`config.mk`:
```
export PLATFORM = sky130hd
export DESIGN_NAME = interval_timer
export DESIGN_NICKNAME = d
export VERILOG_FILES = /design/src/rtl/interval_timer_pkg.sv /design/src/rtl/tmr_bus_decode.sv /design/src/rtl/tmr_prescaler.sv /design/src/rtl/tmr_counter.sv /design/src/rtl/tmr_irq.sv /design/src/rtl/interval_timer.sv
export SDC_FILE = /design/constraint.sdc
export NUM_CORES = 1
export LEC_CHECK = 0
export ABC_AREA = 1
export BUFFER_PORTS_ARGS = -buffer_cell sky130_fd_sc_hd__buf_2
export CAP_MARGIN = 20
export CELL_PAD_IN_SITES_DETAIL_PLACEMENT = 1
export CELL_PAD_IN_SITES_GLOBAL_PLACEMENT = 1
export CORE_MARGIN = 3
export CORE_UTILIZATION = 34
export DETAILED_ROUTE_END_ITERATION = 10
export HOLD_SLACK_MARGIN = 0.06
export PLACE_DENSITY = 0.75
export SYNTH_ARGS = -nofsm -noshare
export SYNTH_HDL_FRONTEND = slang
export SYNTH_SLANG_ARGS = --single-unit
```
`constraint.sdc`:
```
create_clock -name clk -period 1.2 [get_ports clk]
set_input_delay 0.24 -clock clk [delete_from_list [all_inputs] [get_ports clk]]
set_output_delay 0.24 -clock clk [all_outputs]
set_load 0.02 [all_outputs]
```
`src/rtl/interval_timer_pkg.sv`:
```
// Package: shared constants for the interval timer.
// Assumes a 5-bit register address whose low three bits select the read register.
package interval_timer_pkg;

    // Low address bits that select the read registers
    localparam logic [2:0] RD_OFS_COUNT  = 3'b100;
    localparam logic [2:0] RD_OFS_STATUS = 3'b101;

    // Address bit positions used by the timer write decode
    localparam int unsigned ADR_BIT_GROUP  = 4;
    localparam int unsigned ADR_BIT_TIMER  = 2;
    localparam int unsigned ADR_BIT_IRQ_EN = 3;

    // Status byte bit positions
    localparam int unsigned STS_BIT_TIMER = 7;
    localparam int unsigned STS_BIT_EDGE  = 6;

    // Interval selector carried from the write address
    typedef enum logic [1:0] {
        IVL_1    = 2'b00,
        IVL_8    = 2'b01,
        IVL_64   = 2'b10,
        IVL_1024 = 2'b11
    } ivl_sel_t;

endpackage

```
`src/rtl/tmr_bus_decode.sv`:
```
// Module: tmr_bus_decode
// Decodes timer writes from the bus address and builds the read data.
// Assumes reads are combinational and have no side effects on timer state.
module tmr_bus_decode
    import interval_timer_pkg::*;
#(
    parameter int unsigned ADDR_W = 5,
    parameter int unsigned DATA_W = 8
) (
    input  logic [ADDR_W-1:0] bus_addr,
    input  logic              bus_wr,
    input  logic [DATA_W-1:0] count,
    input  logic              timer_flag,
    input  logic              edge_flag,
    output logic              load,
    output ivl_sel_t          sel,
    output logic              en_wr,
    output logic [DATA_W-1:0] bus_rdata
);

    // Purpose: a write is a timer load when the group and timer address bits are set
    always_comb begin
        load  = bus_wr && bus_addr[ADR_BIT_GROUP] && bus_addr[ADR_BIT_TIMER];
        sel   = ivl_sel_t'(bus_addr[1:0]);
        en_wr = bus_addr[ADR_BIT_IRQ_EN];
    end

    // Purpose: read mux for the count and status registers
    always_comb begin
        bus_rdata = '0;
        unique case (bus_addr[2:0])
            RD_OFS_COUNT: bus_rdata = count;
            RD_OFS_STATUS: begin
                bus_rdata[STS_BIT_TIMER] = timer_flag;
                bus_rdata[STS_BIT_EDGE]  = edge_flag;
            end
            default: bus_rdata = '0;
        endcase
    end

endmodule

```
`src/rtl/tmr_prescaler.sv`:
```
// Module: tmr_prescaler
// Divides the clock by one of four powers of two and emits a one-cycle tick.
// Assumes SHIFTS is ascending; the last entry sets the divider width.
// After expiry (fast=1) a tick is issued on every clock.
module tmr_prescaler
    import interval_timer_pkg::*;
#(
    parameter int unsigned SHIFTS [4] = '{0, 3, 6, 10}
) (
    input  logic     clk,
    input  logic     rst_n,
    input  logic     load,
    input  ivl_sel_t sel,
    input  logic     fast,
    output logic     tick
);

    localparam int unsigned PRE_W = (SHIFTS[3] > 0) ? SHIFTS[3] : 1;

    logic [PRE_W-1:0] lim [4];
    logic [PRE_W-1:0] pre_cnt;
    ivl_sel_t         sel_q;

    // Purpose: terminal value for each selectable interval
    for (genvar gi = 0; gi < 4; gi++) begin : g_lim
        assign lim[gi] = PRE_W'((64'd1 << SHIFTS[gi]) - 64'd1);
    end

    // Purpose: tick on the terminal count, or on every clock after expiry
    always_comb tick = fast || (pre_cnt == lim[sel_q]);

    // Purpose: divider state, restarted and re-selected on each load
    always_ff @(posedge clk) begin
        if (!rst_n) begin
            pre_cnt <= '0;
            sel_q   <= IVL_1;
        end else if (load) begin
            pre_cnt <= '0;
            sel_q   <= sel;
        end else if (tick) begin
            pre_cnt <= '0;
        end else begin
            pre_cnt <= pre_cnt + 1'b1;
        end
    end

    AST_RESTART_ON_LOAD: assert property (@(posedge clk) disable iff (!rst_n)
        load |=> (pre_cnt == '0));

endmodule

```
`src/rtl/tmr_counter.sv`:
```
// Module: tmr_counter
// Holds the down-count, the sticky expiry flag and the running state.
// Assumes tick comes from the prescaler and load from the bus decode.
module tmr_counter #(
    parameter int unsigned CNT_W = 8
) (
    input  logic             clk,
    input  logic             rst_n,
    input  logic             load,
    input  logic [CNT_W-1:0] wdata,
    input  logic             tick,
    output logic [CNT_W-1:0] count,
    output logic             flag,
    output logic             running
);

    // Purpose: load, decrement on tick, and raise the flag when a tick finds zero
    always_ff @(posedge clk) begin
        if (!rst_n) begin
            count   <= '0;
            flag    <= 1'b0;
            running <= 1'b0;
        end else if (load) begin
            count   <= wdata;
            flag    <= 1'b0;
            running <= 1'b1;
        end else if (running && tick) begin
            count <= count - 1'b1;
            if (count == '0) begin
                flag <= 1'b1;
            end
        end
    end

    AST_LOAD_TAKES_DATA: assert property (@(posedge clk) disable iff (!rst_n)
        load |=> (count == $past(wdata)));

    AST_LOAD_CLEARS_FLAG: assert property (@(posedge clk) disable iff (!rst_n)
        load |=> !flag);

    AST_FLAG_FROM_ZERO: assert property (@(posedge clk) disable iff (!rst_n)
        $rose(flag) |-> ($past(count) == '0) && (count == '1));

    AST_IDLE_AFTER_RESET: assert property (@(posedge clk) disable iff (!rst_n)
        !running |-> (count == '0) && !flag);

endmodule

```
`src/rtl/tmr_irq.sv`:
```
// Module: tmr_irq
// Latches the timer interrupt enable on each load and drives the shared request.
// Assumes the edge-detect source arrives already registered from the port logic.
module tmr_irq (
    input  logic clk,
    input  logic rst_n,
    input  logic load,
    input  logic en_wr,
    input  logic timer_flag,
    input  logic edge_flag,
    input  logic edge_en,
    output logic timer_en,
    output logic irq
);

    // Purpose: enable follows address bit 3 of the most recent timer write
    always_ff @(posedge clk) begin
        if (!rst_n) begin
            timer_en <= 1'b0;
        end else if (load) begin
            timer_en <= en_wr;
        end
    end

    // Purpose: merge the timer and edge-detect interrupt sources
    always_comb irq = (timer_flag && timer_en) || (edge_flag && edge_en);

    AST_ENABLE_LATCHED: assert property (@(posedge clk) disable iff (!rst_n)
        load |=> (timer_en == $past(en_wr)));

endmodule

```
`src/rtl/interval_timer.sv`:
```
// Module: interval_timer (top)
// Interval timer with bus decode, prescaler, counter and interrupt merge.
// Assumes single-cycle bus writes sampled on the rising clock edge.
module interval_timer
    import interval_timer_pkg::*;
#(
    parameter int unsigned ADDR_W = 5,
    parameter int unsigned CNT_W  = 8,
    parameter int unsigned SHIFTS [4] = '{0, 3, 6, 10}
) (
    input  logic              clk,
    input  logic              rst_n,
    input  logic [ADDR_W-1:0] bus_addr,
    input  logic              bus_wr,
    input  logic [CNT_W-1:0]  bus_wdata,
    output logic [CNT_W-1:0]  bus_rdata,
    input  logic              edge_flag,
    input  logic              edge_en,
    output logic              irq
);

    logic             load;
    ivl_sel_t         sel;
    logic             en_wr;
    logic             tick;
    logic [CNT_W-1:0] count;
    logic             timer_flag;
    logic             running;
    logic             timer_en;

    tmr_bus_decode #(.ADDR_W(ADDR_W), .DATA_W(CNT_W)) i_dec (
        .bus_addr   (bus_addr),
        .bus_wr     (bus_wr),
        .count      (count),
        .timer_flag (timer_flag),
        .edge_flag  (edge_flag),
        .load       (load),
        .sel        (sel),
        .en_wr      (en_wr),
        .bus_rdata  (bus_rdata)
    );

    tmr_prescaler #(.SHIFTS(SHIFTS)) i_pre (
        .clk   (clk),
        .rst_n (rst_n),
        .load  (load),
        .sel   (sel),
        .fast  (timer_flag),
        .tick  (tick)
    );

    tmr_counter #(.CNT_W(CNT_W)) i_cnt (
        .clk     (clk),
        .rst_n   (rst_n),
        .load    (load),
        .wdata   (bus_wdata),
        .tick    (tick),
        .count   (count),
        .flag    (timer_flag),
        .running (running)
    );

    tmr_irq i_irq (
        .clk        (clk),
        .rst_n      (rst_n),
        .load       (load),
        .en_wr      (en_wr),
        .timer_flag (timer_flag),
        .edge_flag  (edge_flag),
        .edge_en    (edge_en),
        .timer_en   (timer_en),
        .irq        (irq)
    );

    AST_HOLD_BETWEEN_TICKS: assert property (@(posedge clk) disable iff (!rst_n)
        (!load && !tick) |=> $stable(count));

    AST_FAST_AFTER_EXPIRY: assert property (@(posedge clk) disable iff (!rst_n)
        (timer_flag && !load) |=> (count == CNT_W'($past(count) - 1'b1)));

    AST_TIMER_DRIVES_IRQ: assert property (@(posedge clk) disable iff (!rst_n)
        (timer_flag && timer_en) |-> irq);

endmodule

```
==> reports/results.ini <==
[power_and_ir_drop]
peakVddDrop_mv=0.543
leakagePower_nw=1.02
p_total_mw=2.18
power_density_nw_per_um2=975

[setup_path]
r2r-start=i_pre.sel_q[1]
crit_fanout=6
end_kind=register
critPathArrivalTime_ps=1750
start_kind=register
critPathRequiredTime_ps=1380
crit_type=reg2reg
reg2reg_slack_ps=-370
crit_start=i_pre.sel_q[1]

[place]
gp_congestion=0.792
io_buffers=26
dp.final_hpwl_mm=2.97
dpl-instance-area_sq_um=1760
dp.cells=305

[min_path]
hp-start=bus_wdata[7]
min_path_type=in2reg

[clock_tree]
clock-root-buffer=clkbuf_8
clk_transition_reported_paths_ps=100
cts_tree=built
numCtsBuffers=3
worstSkewPairLatency_ps=280
cts_num_sinks=23
clockBufferDepth=2
htreeDepth=1

[die]
rows=22
start_util_pct=35.8
die_area_sq_um=4730
chipWidth_microns=68.8
die_h_microns=68.8
io_pins=27
coreArea_sq_um=3740

[timing]
fmax_ghz=0.637
setup_slack_ps=-370
hold_viol_final=0
rsz0062_at_grt=yes
slew_headroom_pct=81.0
slew_viol_final=0
worst_pin_slew_ps=285
layout_min_cycle_time_ps=1570
finalSetupViolCount=27
finClkSkew_ps=5.87
post-route-period-util_pct=131

[synthesis]
synth_area_leader_cell=dfxtp_1
synth_edf_count=0
ys_async_sr_fraction_pct=0
yosys.area.top_type_share_pct=34.4
yosys_most_used_dff=dfxtp_1
syn-num-nets=227
synth.top_cells.by_area=dfxtp_1 (34%), nand2_1 (15%), nor2_1 (11%), inv_1 (6.7%), nand3_1 (4.1%)
synthTopCellsByCount=nand2_1 (52), nor2_1 (39), inv_1 (24)
yosysUniqueCellTypes=27
yosysSeqAreaShare_pct=34.4
syn-cell-area_sq_um=1340
synth_most_common_cell=nand2_1
post_synth_inst_count=206
synth-seq-cells=23
yosysWarnings=0
syn_avg_cell_area_sq_um=6.51

[layout]
finalNonFillerCells=323
seqCellArea_sq_um=492
area_growth_pct=66.8
diodes=0
multiInputGateArea_sq_um=993
final_area_sq_um=2230
final_nets=297
drive_gt1_share_pct=54.9
fillers=486

[global_routing]
grt_max_degree=14
grt_pass1_wl_mm=7.76
track_usage_pct=22.4
grt_pass1_vias=1621
antenna_found_initial=0
grt_overflow_total=0

[route]
num_vias=1706
dr.pass1.iters=4
wire_per_inst_microns=19.0
drt_wl_total_mm=6.12
final_antenna_net_count=0
drc_errors=0
vias_per_cell=5.28
drtIter0Drc=131

[run_status]
violations=setup timing
status=complete, but fails checks

[job]
cap_violations=0

-- routing by layer --
metal | GRT usage, % | part of all wire (%)
met5 | 0 | 0
met4 | 12.2 | 2.7
met3 | 2.92 | 3.7
met2 | 37.1 | 52
met1 | 28.0 | 42
-- worst paths after layout --
check	endpoint	cells past startpoint
max	i_cnt.count[6]	11
max reg2reg	i_cnt.count[6]	11
min reg2reg	i_irq.timer_en	2
min	i_cnt.count[7]	5
-- worst max-delay path: stages (launching register included) --
cell and delay, ps:
dfxtp_4 430, nand2_4 90, inv_2 80, nand3_1 100, nand2_1 110, nand3_2 110
nand2_2 120, nand2_4 120, nand2_8 120, nand2_2 60, nand2_1 80, nor2_1 40
-- state kept, by name, indices dropped and copies added, names as in the netlist --
register        flops
i_pre.pre_cnt      10
i_cnt.count         8
i_pre.sel_q         2
i_cnt.flag          1
i_cnt.running       1
i_irq.timer_en      1
-- report_power, final --
part | leakage, nW | switching (mW) | internal [mW]
logic | 0.802 | 0.440 | 0.339
registers | 0.197 | 0.0538 | 0.812
clock network | 0.0255 | 0.300 | 0.234
total | 1.02 | 0.794 | 1.38
-- placed cells by master (no fill, tap or decap), drive strengths merged, types with 3 or more instances in the layout --
cell type  instances
buf               67
nand2             57
nor2              40
inv               24
dfxtp             23
nand3             13
o21ai             11
a21oi              8
xor2               5
nor3               4
nand4              4
clkbuf             3
ha                 3
-- through the flow --
step / setup WS, ps / setup TNS, ps / hold WS, ps / util (%)
final: -370 / -5990 / 295 / 59.7
after global routing: -435 / -7470 / 333 / 59.7
after CTS: -199 / -3010 / 246 / 55.6
after detailed placement: -205 / -2800 / 453 / 47.0
after global placement: -155 / -1940 / 435 / 47.0
after floorplan: -82.0 / -399 / 371 / -
-- logic make-up after synthesis --
| logic type | Yosys count | share of synthesized area, % |
|---|---|---|
| AO/OA/AOI/OAI | 23 | 9.15 |
| buffers and inverters | 29 | 8.87 |
| AND/OR/NAND/NOR | 119 | 38.7 |
| XOR/XNOR | 7 | 4.58 |
| adder cells (fa/ha/maj) | 3 | 2.80 |
| multiplexers | 2 | 1.49 |
| flip-flops | 23 | 34.4 |
-- area by class of cell --
cell class | instances | area share [%]
multi-input cells | 156 | 44.5
well taps | 48 | 2.69
inverters | 25 | 4.42
flip-flops and latches | 23 | 22.0
clock buffers | 3 | 1.85
repair buffers | 67 | 24.4
clock inverters | 1 | 0.224
-- what timing repair did --
action	in CTS	in global routing
resized for setup	67	40
pin swaps	16	14
gates cloned	1	1
buffers inserted	10	2
hold buffers	0	0
endpoints found under the setup margin	28	28
No activity file was read; power rests on OpenSTA's default activity.
